File: config.mk
export PLATFORM = sky130hd
export DESIGN_NAME = fan_tach_monitor
export DESIGN_NICKNAME = d
export VERILOG_FILES = /design/src/rtl/fan_tach_pkg.sv /design/src/rtl/tach_sync_edge.sv /design/src/rtl/tach_period_meas.sv /design/src/rtl/tach_read_port.sv /design/src/rtl/fan_tach_monitor.sv
export SDC_FILE = /design/constraint.sdc
export NUM_CORES = 1
export LEC_CHECK = 0
export BUFFER_PORTS_ARGS = -buffer_cell sky130_fd_sc_hd__buf_2
export CAP_MARGIN = 30
export CELL_PAD_IN_SITES_DETAIL_PLACEMENT = 2
export CELL_PAD_IN_SITES_GLOBAL_PLACEMENT = 2
export CORE_AREA = 10 10 168 170
export DETAILED_ROUTE_END_ITERATION = 10
export DIE_AREA = 0 0 178 180
export PLACE_DENSITY_LB_ADDON = 0.1
export SLEW_MARGIN = 25
export SYNTH_ARGS = -nofsm -noshare
export SYNTH_HDL_FRONTEND = slang
export SYNTH_SLANG_ARGS = --single-unit
File: constraint.sdc
create_clock -name clk -period 3.7 [get_ports clk]
set_input_delay 0.74 -clock clk [delete_from_list [all_inputs] [get_ports clk]]
set_output_delay 0.74 -clock clk [all_outputs]
set_load 0.1 [all_outputs]
File: src/rtl/fan_tach_pkg.sv
package fan_tach_pkg;

    localparam int CNT_W  = 16;
    localparam int BYTE_W = 8;

    typedef logic [CNT_W-1:0] count_t;

    localparam count_t      CNT_MAX    = '1;
    localparam count_t      FINE_MIN   = CNT_W'(256);
    localparam logic [1:0]  ACC_FINE   = 2'b11;
    localparam logic [1:0]  ACC_COARSE = 2'b01;

    // Interval state: no start yet, start edge seen, middle edge seen
    typedef enum logic [1:0] {
        PH_IDLE = 2'd0,
        PH_OPEN = 2'd1,
        PH_MID  = 2'd2
    } phase_e;

    // Low byte as software sees it: upper six count bits plus accuracy code
    function automatic logic [BYTE_W-1:0] lsb_view(input count_t v);
        return {v[7:2], (v >= FINE_MIN) ? ACC_FINE : ACC_COARSE};
    endfunction

endpackage

File: src/rtl/tach_sync_edge.sv
module tach_sync_edge #(
    parameter int STAGES = 2
) (
    input  logic clk,
    input  logic rst_n,
    input  logic tach_in,
    output logic rise
);

    typedef struct packed {
        logic [STAGES-1:0] sr;
        logic              prev;
    } sync_t;

    sync_t s_d, s_q;

    always_comb begin
        s_d      = s_q;
        s_d.sr   = {s_q.sr[STAGES-2:0], tach_in};
        s_d.prev = s_q.sr[STAGES-1];
    end

    always_ff @(posedge clk) begin
        if (!rst_n) begin
            s_q <= '0;
        end else begin
            s_q <= s_d;
        end
    end

    assign rise = s_q.sr[STAGES-1] & ~s_q.prev;

    // An edge lasts exactly one cycle (feeds the interval rule of R2)
    p_rise_single_r2: assert property (@(posedge clk) disable iff (!rst_n)
        rise |=> !rise);

endmodule

File: src/rtl/tach_period_meas.sv
module tach_period_meas
    import fan_tach_pkg::*;
(
    input  logic   clk,
    input  logic   rst_n,
    input  logic   tick,
    input  logic   rise,
    output count_t period
);

    typedef struct packed {
        phase_e ph;
        count_t cnt;
        count_t res;
    } meas_t;

    meas_t m_d, m_q;
    count_t sum;

    always_comb begin
        m_d = m_q;
        // saturating tick count including this cycle's tick
        sum = (m_q.cnt == CNT_MAX) ? CNT_MAX : m_q.cnt + count_t'(tick);
        if (rise) begin
            case (m_q.ph)
                PH_IDLE: begin
                    m_d.ph  = PH_OPEN;
                    m_d.cnt = '0;
                end
                PH_OPEN: begin
                    m_d.ph  = PH_MID;
                    m_d.cnt = sum;
                end
                PH_MID: begin
                    m_d.res = sum;
                    m_d.cnt = '0;
                    m_d.ph  = PH_OPEN;
                end
                default: begin
                    m_d.ph  = PH_IDLE;
                    m_d.cnt = '0;
                end
            endcase
        end else begin
            m_d.cnt = sum;
        end
        // reaching the ceiling marks a stalled fan and drops the interval
        if (m_d.cnt == CNT_MAX && m_q.cnt != CNT_MAX) begin
            m_d.res = CNT_MAX;
            m_d.ph  = PH_IDLE;
        end
    end

    always_ff @(posedge clk) begin
        if (!rst_n) begin
            m_q.ph  <= PH_IDLE;
            m_q.cnt <= '0;
            m_q.res <= CNT_MAX;
        end else begin
            m_q <= m_d;
        end
    end

    assign period = m_q.res;

    // A saturated counter always goes with an all-ones result
    p_stall_all_ones_r5: assert property (@(posedge clk) disable iff (!rst_n)
        (m_q.cnt == CNT_MAX) |-> (m_q.res == CNT_MAX));

    // A saturated counter is never left open as a running interval
    p_stall_idle_r5: assert property (@(posedge clk) disable iff (!rst_n)
        (m_q.cnt == CNT_MAX) |-> (m_q.ph == PH_IDLE));

    // The result only moves on a closing edge or on a stall
    p_res_moves_r2: assert property (@(posedge clk) disable iff (!rst_n)
        (!rise && m_q.cnt != CNT_MAX && m_q.cnt + count_t'(tick) != CNT_MAX)
            |=> $stable(m_q.res));

endmodule

File: src/rtl/tach_read_port.sv
module tach_read_port
    import fan_tach_pkg::*;
#(
    parameter int                 NUM_CH    = 4,
    parameter int                 ADDR_W    = 8,
    parameter logic [ADDR_W-1:0]  BASE_ADDR = 8'h28
) (
    input  logic                          clk,
    input  logic                          rst_n,
    input  logic [NUM_CH-1:0][CNT_W-1:0]  res,
    input  logic                          bus_sel,
    input  logic                          bus_wr,
    input  logic [ADDR_W-1:0]             bus_addr,
    output logic [BYTE_W-1:0]             rd_data
);

    localparam int                CH_W = (NUM_CH > 1) ? $clog2(NUM_CH) : 1;
    localparam logic [ADDR_W-1:0] SPAN = ADDR_W'(2 * NUM_CH);

    typedef struct packed {
        logic [NUM_CH-1:0][CNT_W-1:0] vis;
        logic [NUM_CH-1:0]            pend;
        logic [BYTE_W-1:0]            rdat;
    } port_t;

    port_t p_d, p_q;

    logic              rd_go;
    logic              hit;
    logic [ADDR_W-1:0] rel;
    logic [CH_W-1:0]   ch_sel;
    logic              hi_byte;

    always_comb begin
        rd_go   = bus_sel & ~bus_wr;
        rel     = bus_addr - BASE_ADDR;
        hit     = (bus_addr >= BASE_ADDR) && (rel < SPAN);
        ch_sel  = rel[CH_W:1];
        hi_byte = rel[0];
    end

    always_comb begin
        p_d      = p_q;
        p_d.rdat = '0;
        for (int k = 0; k < NUM_CH; k++) begin
            if (!p_q.pend[k]) begin
                p_d.vis[k] = res[k];
            end
        end
        if (rd_go && hit) begin
            if (hi_byte) begin
                p_d.rdat         = p_q.vis[ch_sel][CNT_W-1:BYTE_W];
                p_d.pend[ch_sel] = 1'b0;
            end else begin
                p_d.rdat         = lsb_view(p_q.vis[ch_sel]);
                p_d.vis[ch_sel]  = p_q.vis[ch_sel];
                p_d.pend[ch_sel] = 1'b1;
            end
        end
    end

    always_ff @(posedge clk) begin
        if (!rst_n) begin
            p_q.vis  <= '1;
            p_q.pend <= '0;
            p_q.rdat <= '0;
        end else begin
            p_q <= p_d;
        end
    end

    assign rd_data = p_q.rdat;

    // Reads outside the window and write cycles return zero
    p_unmapped_zero_r3: assert property (@(posedge clk) disable iff (!rst_n)
        (bus_sel && !bus_wr && !hit) |=> (rd_data == '0));

    p_write_silent_r7: assert property (@(posedge clk) disable iff (!rst_n)
        (bus_sel && bus_wr) |=> (rd_data == '0));

    // A low-byte read never shows the reserved accuracy code
    p_acc_nonzero_r4: assert property (@(posedge clk) disable iff (!rst_n)
        (rd_go && hit && !hi_byte) |=> (rd_data[1:0] != 2'b00));

    for (genvar k = 0; k < NUM_CH; k++) begin : g_chk
        // Frozen high byte holds until released by its own read
        p_msb_frozen_r6: assert property (@(posedge clk) disable iff (!rst_n)
            p_q.pend[k] |=> $stable(p_q.vis[k][CNT_W-1:BYTE_W]));

        // Write cycles never arm the freeze
        p_write_no_latch_r7: assert property (@(posedge clk) disable iff (!rst_n)
            (bus_sel && bus_wr && !p_q.pend[k]) |=> !p_q.pend[k]);
    end

endmodule

File: src/rtl/fan_tach_monitor.sv
module fan_tach_monitor
    import fan_tach_pkg::*;
#(
    parameter int                 NUM_CH      = 4,
    parameter int                 ADDR_W      = 8,
    parameter logic [ADDR_W-1:0]  BASE_ADDR   = 8'h28,
    parameter int                 SYNC_STAGES = 2
) (
    input  logic               clk,
    input  logic               rst_n,
    input  logic               ref_tick,
    input  logic [NUM_CH-1:0]  tach_in,
    input  logic               bus_sel,
    input  logic               bus_wr,
    input  logic [ADDR_W-1:0]  bus_addr,
    output logic [BYTE_W-1:0]  rd_data
);

    logic [NUM_CH-1:0]            rise;
    logic [NUM_CH-1:0][CNT_W-1:0] res;

    for (genvar k = 0; k < NUM_CH; k++) begin : g_ch
        tach_sync_edge #(
            .STAGES (SYNC_STAGES)
        ) u_sync (
            .clk     (clk),
            .rst_n   (rst_n),
            .tach_in (tach_in[k]),
            .rise    (rise[k])
        );

        tach_period_meas u_meas (
            .clk    (clk),
            .rst_n  (rst_n),
            .tick   (ref_tick),
            .rise   (rise[k]),
            .period (res[k])
        );
    end

    tach_read_port #(
        .NUM_CH    (NUM_CH),
        .ADDR_W    (ADDR_W),
        .BASE_ADDR (BASE_ADDR)
    ) u_port (
        .clk      (clk),
        .rst_n    (rst_n),
        .res      (res),
        .bus_sel  (bus_sel),
        .bus_wr   (bus_wr),
        .bus_addr (bus_addr),
        .rd_data  (rd_data)
    );

endmodule

; Word-level counts from Yosys, hierarchy flattened
; Index checks and enable logic that the tools add are counted.
[op_classes]
n_addsub = 5
n_lt_le_gt_ge = 5
n_eq_ne = 20
mux = 27
bitwise = 14
n_reduce_logical = 24
[op_table]
columns = cell, n
row1 = 16-bit two-way mux, 14
row2 = 18-bit case mux with 2 select lines, 4
row3 = 16-bit equality test (second input constant), 8
row4 = 76-bit two-way mux, 1
row5 = 16-bit by 1-bit adder with 16-bit output, 4
row6 = 64-bit bitwise mux, 1
row7 = 64-bit two-way mux, 1
row8 = 16-bit inequality test (second input constant), 4
row9 = 16-bit binary-select mux with 2-bit select, 1
row10 = 16-bit demux with 2-bit select, 1
row11 = 16-bit by 9-bit greater-or-equal comparator with 1-bit output (second input constant), 1
row12 = 2-bit OR reduction, 8
row13 = 12-bit two-way mux, 1
row14 = 2-bit AND reduction, 5
row15 = 2-bit by 1-bit equality test with 1-bit output (second input constant), 4
row16 = 2-bit equality test (second input constant), 4
row17 = 8-bit by 6-bit greater-or-equal comparator with 1-bit output (second input constant), 1
row18 = 2-bit zero test, 4
row19 = 8-bit by 4-bit < comparator with 1-bit output (second input constant), 1
row20 = 8-bit by 6-bit subtractor with 8-bit output (second input constant), 1
row21 = 1-bit logical AND, 7
row22 = 1-bit NOT, 6
row23 = 1-bit AND, 5
row24 = 4-bit AND, 1
row25 = other kinds (7), 7
[totals]
regBits = 224
in_bits = 17
out_inout_bits = 8
word_cells = 121

; Longest topological paths before layout
; Gate-level depths: netlist (run 1).
[depth]
word_depth = 9
depth_mapped = 10
depth_no_buf = 8

; Cells and area by module
; A second synthesis (run 1) with hierarchy kept.
[hier_totals]
cells_unflattened = 1235
hier_area_um2 = 11124.4
[modules_own_cells]
columns = module, instances, cells_per_inst, area_each_um2, seq_area_each_um2
row1 = tach_period_meas (g_ch[0].u_meas ...), 3, 205, 1742.9, 680.7
row2 = tach_read_port, 1, 370, 3647.2, 1361.3
row3 = tach_period_meas (g_ch[1].u_meas), 1, 222, 1878.1, 680.7
row4 = tach_sync_edge, 4, 7, 92.6, 60.1

; Worst setup path after synthesis (run 1)
; No wires, ideal clock.
[synth_path]
path_kind = input to register
from = input bus_addr[3]
to = register u_port.p_q[23] in the netlist's numbering
setup_time_ns = 0.127
arrival_ns = 2.672
required_time_ns = 3.573
setup_slack_ns = 0.900
cell_stages = 10
path_buffers = 2
path_cell_list = inv_1 > ha_1 > or3b_1 > a2111oi_4 > nand2b_1 > or3_1 > clkbuf_1 > buf_2 > nor2_1 > o21ai_1
[synth_via]
elab_chain_len = 5
elab_cells_between_ends = 6
cone_classes = 1 x add/sub / 2 x order compare / 1 x mux / 2 x reduce/logical
[synth_rtl]
columns = element, line_no
row1 = start: declaration, fan_tach_monitor.sv:15  ; input logic [ADDR_W-1:0] bus_addr,
row2 = 8-bit by 6-bit subtractor with 8-bit output, tach_read_port.sv:36  ; rel = bus_addr - BASE_ADDR;
row3 = 8-bit by 4-bit < comparator with 1-bit output, tach_read_port.sv:37  ; hit = (bus_addr >= BASE_ADDR) && (rel < SPAN);
row4 = 1-bit logical AND (*), tach_read_port.sv:37
row5 = 1-bit logical AND (*), tach_read_port.sv:50  ; if (rd_go && hit) begin
row6 = 76-bit two-way mux (*), tach_read_port.sv:50
row7 = end signal: assignment, tach_read_port.sv:68  ; p_q <= p_d;
row8 = end: declaration, tach_read_port.sv:26  ; port_t p_d, p_q;
; Mark *: on every way between the ends. The rest lies on a longest branch, timed or not.
; A chain may end at the register's enable or synchronous reset.

; Worst setup path in the final report (run 1)
[layout_path]
from = register g_ch[2].u_meas.m_q[24] in the netlist's numbering
to = register g_ch[2].u_meas.m_q[32] in the netlist's numbering
[layout_via]
elab_chain_len = 7
elab_cells_between_ends = 9
cone_classes = 1 x add/sub / 3 x eq/ne / 3 x mux / 2 x reduce/logical
[layout_rtl]
columns = element, line_no
row1 = start: declaration, tach_period_meas.sv:17  ; meas_t m_d, m_q;
row2 = start signal: assignment, tach_period_meas.sv:60  ; m_q <= m_d;
row3 = 16-bit by 1-bit adder with 16-bit output or 16-bit equality test (tied branches), tach_period_meas.sv:23  ; sum = (m_q.cnt == CNT_MAX) ? CNT_MAX : m_q.cnt + count_t'(tick);
row4 = 16-bit two-way mux, tach_period_meas.sv:23
row5 = 18-bit case mux with 2 select lines, tach_period_meas.sv:25  ; case (m_q.ph)
row6 = 16-bit two-way mux, tach_period_meas.sv:24  ; if (rise) begin
row7 = 16-bit equality test, tach_period_meas.sv:48  ; if (m_d.cnt == CNT_MAX && m_q.cnt != CNT_MAX) begin
row8 = 1-bit logical AND (*), tach_period_meas.sv:48
row9 = 2-bit OR reduction (no line) (*), n/a
; Marked as above.

==> results.py, run 1 <==
metrics = {
    "worst_setup_path": {
        "cp_common_cell": "nor4_1",
        "crit_slowest_cell": "nor4_1",
        "start_kind": "flop",
        "required_ns": 4.12,
        "worst-path-max-fanout": 16,
        "path_class": "reg -> reg",
        "max_stage_delay_ns": 0.68,
        "crit_arrival_ns": 3.23,
        "end_kind": "flop",
        "path_cells": "nand3_1 -> nor4_1 -> o21ai_1 -> nor4_1 -> nand4b_2 -> and3_1",
    },
    "min_path": {
        "hold_class": "in -> reg",
    },
    "clocking": {
        "cts_setup_buffers": 0,
        "clock-sinks": 208,
        "cts_tree": "yes",
        "cts.clk_slew.worst_paths_ns": 0.06,
        "htree_levels": 1,
        "clk_path_buf_depth": 3,
        "worstSkewPairLatency_ns": 0.53,
        "cts_resized": 0,
        "root_buffer": "clkbuf_16",
        "cts_buffers": 25,
        "cts-hold-fix-buffers": 0,
    },
    "floorplanning": {
        "rows": 58,
        "core_um2": 24900,
        "dieArea_um2": 32000,
        "fp.dieH_um": 180,
        "io_pins": 25,
        "die_w_um": 178,
        "start_util_pct": 38.4,
    },
    "sta": {
        "slew_viol_final": 0,
        "setup_ws_ns": 0.889,
        "slew_headroom_pct": 49.3,
        "fmax_ghz": 0.356,
        "layout_min_cycle_time_ns": 2.81,
        "period_share_pct": 76.0,
        "fin_worst_skew_ns": 0.00948,
        "hold_viol": 0,
        "timing.setup.tns_ns": 0,
        "setup_viol": 0,
        "tightest_slew_ns": 0.761,
        "rsz0062_at_grt": "false",
    },
    "placement": {
        "gp_congestion": 0.833,
        "place_inst": 1406,
        "portBuffers": 24,
        "place_ws_ns": 0.406,
        "hpwlAfterDp_um": 21200,
    },
    "power_and_ir_drop": {
        "power.leakage_uw": 0.00364,
        "total_power_uw": 5020,
        "powerDensity_nw_per_um2": 470,
        "ir_drop_uv": 408,
    },
    "yosys": {
        "yosysWarnings": 0,
        "synth.distinct_cells": 58,
        "syn_inst": 1125,
        "syn_area_per_cell_um2": 8.51,
        "synth_top_area_share_pct": 43.5,
        "ys_seq_area_share_pct": 43.5,
        "synth_area_um2": 9570,
        "yosys.area.top_type": "dfxtp_1",
        "synth_edf_count": 0,
        "synth_flop_cell": "dfxtp_1",
        "async_flop_share_pct": 0,
        "netlist_top_cells_area": "dfxtp_1, nor2_1, nand3_1, a211oi_1, nor2b_1",
        "ys_seq_elements": 208,
        "mappedNetlistNets": 1153,
    },
    "drt": {
        "drt_pass1_iterations": 4,
        "drt_iter0_drc": 393,
        "num_vias": 8178,
        "drc": 0,
        "drtAntennaViolNets": 0,
        "wl_per_cell_um": 20.8,
        "viasPerCell": 5.64,
        "routed_wl_um": 30200,
    },
    "global_route": {
        "grtUsageTotal_pct": 18.8,
        "grt_pass1_vias": 8695,
        "grt_start_max_net_pins": 57,
        "antenna_found_initial": 0,
        "grt_pass1_wl_um": 49400,
        "globalRouteOverflowTotal": 0,
    },
    "layout": {
        "layout-drive-gt1-share_pct": 9.82,
        "instances_no_fill": 1450,
        "area_growth_pct": 11.7,
        "final_common_cell": "dfxtp_1",
        "nNetsFinal": 1131,
        "layout_common_cells": "dfxtp_1, nor2_1, nand3_1",
        "fin_util_pct": 43.0,
        "diodes": 0,
    },
    "status": {
        "status": "completed",
    },
    "job": {
        "drv_cap": 0,
    },
}
## critical path: cells and delay by family, from the launching register on
| family | cells | cell delay, ns |
|---|---|---|
| compound gates | 1 | 0.26 |
| flops | 1 | 0.40 |
| simple gates | 5 | 2.03 |
## flip-flops by register name, indices dropped and copies added (netlist names), named ones only
name	flops
g_ch.u_meas.period	56
g_ch.u_sync.s_d	8
u_port.rd_data	8
g_ch.u_meas.m_q	72
g_ch.u_sync.s_q	4
u_port.p_q	56
## through the flow
step,instance area (µm²),hold WS [ns]
6_report,10700,0.421
2_1_floorplan,9570,0.412
4_1_cts,10700,0.400
5_1_grt,10700,0.411
3_3_place_gp,9830,0.419
3_5_place_dp,9830,0.423
## per-layer routing
| layer | share of wire [%] | routed length, µm | GRT usage (%) |
|---|---|---|---|
| met1 | 49 | 14700 | 26.6 |
| met2 | 45 | 13600 | 29.1 |
| met3 | 3.7 | 1130 | 2.70 |
| met4 | 2.6 | 773 | 5.04 |
| met5 | 0 | 0 | 0 |
## synth_stat cells (all sizes together) (18+ instances only)
library cell	number
and2	18
nor3	19
a211oi	58
nor2b	64
dfxtp	208
nand3	94
xnor2	35
xor2	18
nand4	30
o21ai	99
nor2	141
a21oi	46
clkbuf	63
nand2	56
buf	26
## final timing paths
path	from	endpoint	slack [ns]	depth (start not counted)
max reg2reg	g_ch[2].u_meas.m_q[24]	g_ch[2].u_meas.m_q[32]	0.89	6
min	tach_in[3]	g_ch[3].u_sync.s_d[2]	0.42	2
min reg2reg	g_ch[2].u_sync.s_d[2]	g_ch[2].u_sync.s_d[0]	0.43	1
max	g_ch[2].u_meas.m_q[24]	g_ch[2].u_meas.m_q[32]	0.89	6
## cell type report
cell class                      instances  area [µm²]
Clock buffer                           35         733
Clock inverter                          9         124
Fill cell                            2745       14200
Inverter                               13        48.8
Multi-Input combinational cell        815        4960
Sequential cell                       208        4170
Tap cell                              330         413
Timing Repair Buffer                   40         243
## kinds of logic after synthesis
| logic type | Yosys count | synth area share (%) |
|---|---|---|
| simple gates | 493 | 26.5 |
| compound gates | 238 | 15.2 |
| flops | 208 | 43.5 |
| buf+inv | 102 | 4.63 |
| xor+xnor | 53 | 4.85 |
| mux | 20 | 3.92 |
| fa+ha+maj | 11 | 1.44 |
## power breakdown
| part | switching [µW] | internal (µW) | leakage [µW] | total (µW) |
|---|---|---|---|---|
| Combinational | 114 | 59.8 | 0.00153 | 174 |
| Sequential | 21.6 | 2270 | 0.00169 | 2290 |
| Clock | 975 | 1580 | 0.000428 | 2560 |
Note: power is estimated with default switching activity, not from simulation.
==> run 2: changes to the inputs <==
--- a/config.mk
+++ b/config.mk
@@ -9,9 +9,9 @@
 export CAP_MARGIN = 30
 export CELL_PAD_IN_SITES_DETAIL_PLACEMENT = 2
 export CELL_PAD_IN_SITES_GLOBAL_PLACEMENT = 2
-export CORE_AREA = 10 10 168 170
+export CORE_AREA = 10 10 177 179
 export DETAILED_ROUTE_END_ITERATION = 10
-export DIE_AREA = 0 0 178 180
+export DIE_AREA = 0 0 187 189
 export PLACE_DENSITY_LB_ADDON = 0.1
 export SLEW_MARGIN = 25
 export SYNTH_ARGS = -nofsm -noshare
==> constraint.sdc (replaced) <==
create_clock -name clk -period 2.3 [get_ports clk]
set_input_delay 0.46 -clock clk [delete_from_list [all_inputs] [get_ports clk]]
set_output_delay 0.46 -clock clk [all_outputs]
set_load 0.1 [all_outputs]
==> run 2 against run 1 <==
Setup slack worse by 0.83 ns. Final cell count grew 13%. Critical endpoint is now g_ch[1].u_meas.period[15]. Highest routed layer is now met5. Critical path depth up 2.
==> results.py, run 2 (same netlist as run 1, synthesis figures left out) <==
metrics = {
    "status": {
        "status": "completed",
    },
    "sta": {
        "fmax_ghz": 0.446,
        "setup_viol": 0,
        "period_share_pct": 97.4,
        "slew_headroom_pct": 53.2,
        "tightest_slew_ns": 0.701,
        "layout_min_cycle_time_ns": 2.24,
        "timing.setup.tns_ns": 0,
        "fin_worst_skew_ns": 0.0170,
        "hold_viol": 0,
        "timing.hold.ws_ns": 0.144,
        "slew_viol_final": 0,
        "setup_ws_ns": 0.0602,
    },
    "floorplanning": {
        "rows": 61,
        "io_pins": 25,
        "core_um2": 27600,
        "die_w_um": 187,
        "start_util_pct": 34.6,
        "fp.dieH_um": 189,
        "dieArea_um2": 35300,
    },
    "placement": {
        "hpwlAfterDp_um": 24700,
        "place_inst": 1586,
        "place_area_um2": 11000,
        "portBuffers": 24,
        "gp_congestion": 0.870,
        "place_ws_ns": -0.516,
    },
    "clocking": {
        "clk_path_buf_depth": 3,
        "root_buffer": "clkbuf_16",
        "cts_tree": "yes",
        "worstSkewPairLatency_ns": 0.53,
        "cts.clk_slew.worst_paths_ns": 0.07,
        "htree_levels": 1,
        "clock-sinks": 208,
        "cts-hold-fix-buffers": 0,
        "cts_buffers": 25,
    },
    "worst_setup_path": {
        "path_class": "reg -> reg",
        "end_kind": "flop",
        "required_ns": 2.75,
        "start_kind": "flop",
        "crit_arrival_ns": 2.69,
        "worst-path-max-fanout": 5,
    },
    "power_and_ir_drop": {
        "internal_power_uw": 6340,
        "power.leakage_uw": 0.00431,
        "clkPwrFrac_pct": 50.3,
        "seq_power_share_pct": 45.0,
        "switching_share_pct": 22.8,
        "comb_power_share_pct": 4.7,
        "p_sw_uw": 1870,
        "powerDensity_nw_per_um2": 679,
        "ir_drop_uv": 543,
    },
    "layout": {
        "final_common_cell": "dfxtp_1",
        "layout-drive-gt1-share_pct": 23.0,
        "area_growth_pct": 26.3,
        "nNetsFinal": 1269,
        "layout_common_cells": "dfxtp_1, buf_4, nor2_1",
        "top_register": "g_ch.u_meas.m_q",
        "design_area_um2": 12100,
        "instances_no_fill": 1637,
        "diodes": 0,
        "largest_reg_flops": 72,
    },
    "min_path": {
        "hold_class": "in -> reg",
    },
    "drt": {
        "drc": 0,
        "drtAntennaViolNets": 0,
        "drt_iter0_drc": 496,
        "viasPerCell": 5.40,
        "drt_pass1_iterations": 5,
        "num_vias": 8834,
        "wl_per_cell_um": 20.6,
        "routed_wl_um": 33800,
    },
    "global_route": {
        "grt_pass1_vias": 9436,
        "grt_pass1_wl_um": 53900,
        "grt_start_max_net_pins": 30,
        "grtUsageTotal_pct": 18.6,
        "antenna_found_initial": 1,
        "globalRouteOverflowTotal": 0,
    },
    "job": {
        "drv_cap": 0,
    },
}
==> run 2: changes by cell type in the layout (fill, tap and decap cells not counted), sizes merged <==
| cell | before | now |
|---|---|---|
| inv | 14 | 13 |
| clkbuf | 35 | 37 |
| buf | 40 | 178 |
==> run 2: layer usage <==
metal	GRT usage (%)	up-vias	wire (µm)	part of all wire (%)
met3	2.65	39	1250	3.7
li1	-	4226	-	-
met2	30.7	125	15800	47
met4	3.47	2	552	1.6
met1	25.4	4442	16100	48
met5	0	-	13	0.038
==> run 2: power by group through the flow <==
stage	clock [µW]	sequential [µW]	combinational (µW)
floorplan	0	3750	212
global placement	0	3770	357
detailed placement	0	3770	367
CTS	4240	3690	374
global route	4390	3700	424
finish	4130	3690	384
==> run 2: layout make-up <==
| class | count | area, µm² |
|---|---|---|
| fill | 3088 | 15500 |
| multi-input combinational | 815 | 5210 |
| sequential | 208 | 4170 |
| timing repair buffer | 178 | 1320 |
| clock buffer | 37 | 731 |
| tap | 378 | 473 |
| clock inverter | 8 | 115 |
| inverter | 13 | 66.3 |
==> run 2: timing repair <==
item,4_1_cts,5_1_grt
setup endpoints to repair,50,85
buffers inserted,0,6
resized for setup,16,29
pin swaps,1,10
==> run 2: worst paths after layout <==
kind / from / to / slack [ns] / depth (start not counted)
hold / removal: tach_in[1] / g_ch[1].u_sync.s_d[2] / 0.14 / 2
setup / recovery: g_ch[1].u_meas.m_q[16] / g_ch[1].u_meas.period[15] / 0.06 / 8
hold reg to reg: g_ch[1].u_sync.s_d[2] / g_ch[1].u_sync.s_d[0] / 0.44 / 1
setup reg to reg: g_ch[1].u_meas.m_q[16] / g_ch[1].u_meas.period[15] / 0.06 / 8
==> run 2: stage by stage <==
| stage | power (µW) | utilization, % |
|---|---|---|
| after floorplan | 3960 | - |
| after global placement | 4120 | 39.8 |
| after detailed placement | 4130 | 39.8 |
| after CTS | 8300 | 43.1 |
| after global routing | 8510 | 43.8 |
| final | 8210 | 43.8 |
==> run 2: worst max-delay path, stage by stage (launching register included) <==
cell and delay, ns:
dfxtp_4 0.38, ha_4 0.21, xnor2_1 0.14, nand2b_1 0.15, nand4bb_1 0.18, or4_4 0.43
o41a_1 0.38, buf_4 0.16, a32oi_1 0.13
==> run 3: changes to the inputs <==
--- a/config.mk
+++ b/config.mk
@@ -13,6 +13,7 @@
 export DETAILED_ROUTE_END_ITERATION = 10
 export DIE_AREA = 0 0 187 189
 export PLACE_DENSITY_LB_ADDON = 0.1
+export REMOVE_ABC_BUFFERS = 1
 export SLEW_MARGIN = 25
 export SYNTH_ARGS = -nofsm -noshare
 export SYNTH_HDL_FRONTEND = slang
==> run 3 against run 2 <==
Setup slack gained 0.026 ns. Total power grew 4.9%. Largest cell class unchanged. Clock power grew 10%. Sequential share of layout area grew 0.079 points. Die area is the same. Clock skew shrank 0.0074 ns. Clock-buffer cell count grew 1.
==> results.py, run 3 (same netlist as run 1, synthesis figures left out) <==
metrics = {
    "power_and_ir_drop": {
        "powerDensity_nw_per_um2": 714,
        "seq_power_share_pct": 42.8,
        "comb_power_share_pct": 4.1,
        "power.leakage_uw": 0.00438,
        "switching_share_pct": 21.5,
        "internal_power_uw": 6750,
        "clkPwrFrac_pct": 53.1,
        "ir_drop_uv": 554,
        "p_sw_uw": 1850,
    },
    "floorplanning": {
        "start_util_pct": 34.6,
        "fp.dieH_um": 189,
        "dieArea_um2": 35300,
        "io_pins": 25,
        "core_um2": 27600,
        "rows": 61,
        "die_w_um": 187,
    },
    "placement": {
        "gp_congestion": 0.855,
        "portBuffers": 24,
        "hpwlAfterDp_um": 23700,
        "place_inst": 1581,
    },
    "layout": {
        "nNetsFinal": 1267,
        "largest_reg_flops": 72,
        "area_growth_pct": 26.0,
        "top_register": "g_ch.u_meas.m_q",
        "diodes": 0,
        "layout-drive-gt1-share_pct": 21.5,
        "layout_common_cells": "dfxtp_1, buf_4, nor2_1",
        "instances_no_fill": 1635,
        "final_common_cell": "dfxtp_1",
    },
    "min_path": {
        "hold_class": "in -> reg",
        "min_to": "g_ch[2].u_sync.s_d[2]",
        "hold_depth": 2,
        "min_from": "tach_in[2]",
    },
    "sta": {
        "fin_worst_skew_ns": 0.00961,
        "period_share_pct": 96.2,
        "timing.hold.ws_ns": 0.132,
        "slew_headroom_pct": 48.7,
        "rsz0062_at_grt": "true",
        "hold_viol": 0,
        "tightest_slew_ns": 0.769,
        "fmax_ghz": 0.452,
        "layout_min_cycle_time_ns": 2.21,
        "slew_viol_final": 0,
        "setup_viol": 0,
    },
    "worst_setup_path": {
        "crit_slowest_cell": "o32a_1",
        "crit_arrival_ns": 2.61,
        "start_kind": "flop",
        "r2r_slack_ns": 0.09,
        "rr_startpoint": "g_ch[3].u_meas.m_q[16]",
        "required_ns": 2.70,
        "path_cells": "ha_2 -> ha_4 -> nand3_4 -> or3_4 -> o32a_1 -> o21a_1 -> nand4_1 -> buf_6 -> o211ai_1",
        "reg2regPathDepth": 9,
        "max_stage_delay_ns": 0.37,
        "end_kind": "flop",
        "path_class": "reg -> reg",
        "r2r_end": "g_ch[3].u_meas.period[13]",
        "worst-path-max-fanout": 8,
    },
    "drt": {
        "wl_per_cell_um": 20.0,
        "drt_pass1_iterations": 4,
        "drc": 0,
        "drt_iter0_drc": 432,
        "routed_wl_um": 32600,
        "drtAntennaViolNets": 0,
        "viasPerCell": 5.40,
        "num_vias": 8831,
    },
    "clocking": {
        "clk_path_buf_depth": 3,
        "htree_levels": 1,
        "cts_tree": "yes",
        "cts_buffers": 27,
        "clock-sinks": 208,
        "cts.clk_slew.worst_paths_ns": 0.06,
        "root_buffer": "clkbuf_16",
        "worstSkewPairLatency_ns": 0.53,
    },
    "global_route": {
        "met2_usage_pct": 31.1,
        "grtUsageTotal_pct": 18.0,
        "met3_usage_pct": 2.50,
        "grt_util_met1_pct": 23.0,
        "globalRouteOverflowTotal": 0,
        "grt_pass1_vias": 9432,
        "grt_pass1_wl_um": 52600,
        "grt-busiest-layer": "met2",
        "antenna_found_initial": 0,
        "grt_start_max_net_pins": 63,
    },
    "status": {
        "status": "completed",
    },
    "job": {
        "drv_cap": 0,
    },
}
## run 3: cell types whose count changed in the layout (fill, tap and decap cells not counted), sizes merged
cell | before | now
clkbuf | 37 | 38
bufinv | 3 | 5
clkinv | 5 | 3
inv | 13 | 14
buf | 178 | 174
## run 3: worst max-delay path, delay by kind of cell, from the launching register on
family | cells | cell delay, ns
and+or+nand+nor | 3 | 0.66
adders and majority gates | 2 | 0.34
AOI/OAI and AO/OA | 3 | 0.58
buffers and inverters | 1 | 0.16
DFF | 1 | 0.33
## run 3: metrics by stage
stage	power [µW]	cell area, µm²	utilization [%]	setup WS [ns]	TNS, ns
2_1_floorplan	3910	9180	-	-0.189	-6.75
3_3_place_gp	4100	10900	39.3	-0.355	-38.48
3_5_place_dp	4110	10900	39.3	-0.456	-47.57
4_1_cts	8700	11900	42.9	0.00814	0
5_1_grt	8910	12100	43.6	-0.0186	-0.0488
6_report	8600	12100	43.6	0.0865	0
## run 3: worst max path at each step
stage,from,endpoint,slack [ns]
after floorplan,ref_tick,g_ch[3].u_meas.m_q[32],-0.19
after global placement,ref_tick,g_ch[3].u_meas.period[13],-0.36
after detailed placement,ref_tick,g_ch[3].u_meas.period[13],-0.46
after CTS,g_ch[3].u_meas.m_q[16],g_ch[3].u_meas.period[13],0.008
after global routing,g_ch[3].u_meas.m_q[16],g_ch[3].u_meas.period[13],-0.02
final,g_ch[3].u_meas.m_q[16],g_ch[3].u_meas.period[13],0.09
## run 3: metal layers
layer,vias up,wire length [µm]
met1,4426,15100
met5,-,0
met4,0,846
met2,127,15700
met3,48,1020
li1,4230,-
## run 3: final cells by class
type	instances	area [µm²]
flip-flops and latches	208	4170
inverters	13	48.8
clock buffers	38	797
clock inverters	9	174
repair buffers	174	1280
multi-input cells	815	5110
well taps	378	473
fillers	3039	15600
## run 3: what timing repair did
item / 4_1_cts / 5_1_grt
setup endpoints to repair: 17 / 71
pin swaps: 0 / 8
gates resized for setup: 4 / 33
buffers inserted: 0 / 7
cloned: 0 / 0
hold buffers: 0 / 0
endpoints found under the hold margin: 0 / 0
## run 3: power by group through the flow
| stage | combinational [µW] | sequential, µW | clock (µW) |
|---|---|---|---|
| final | 356 | 3680 | 4560 |
| after global routing | 398 | 3690 | 4820 |
| after CTS | 357 | 3680 | 4660 |
| after detailed placement | 353 | 3760 | 0 |
| after global placement | 342 | 3760 | 0 |
| after floorplan | 151 | 3750 | 0 |
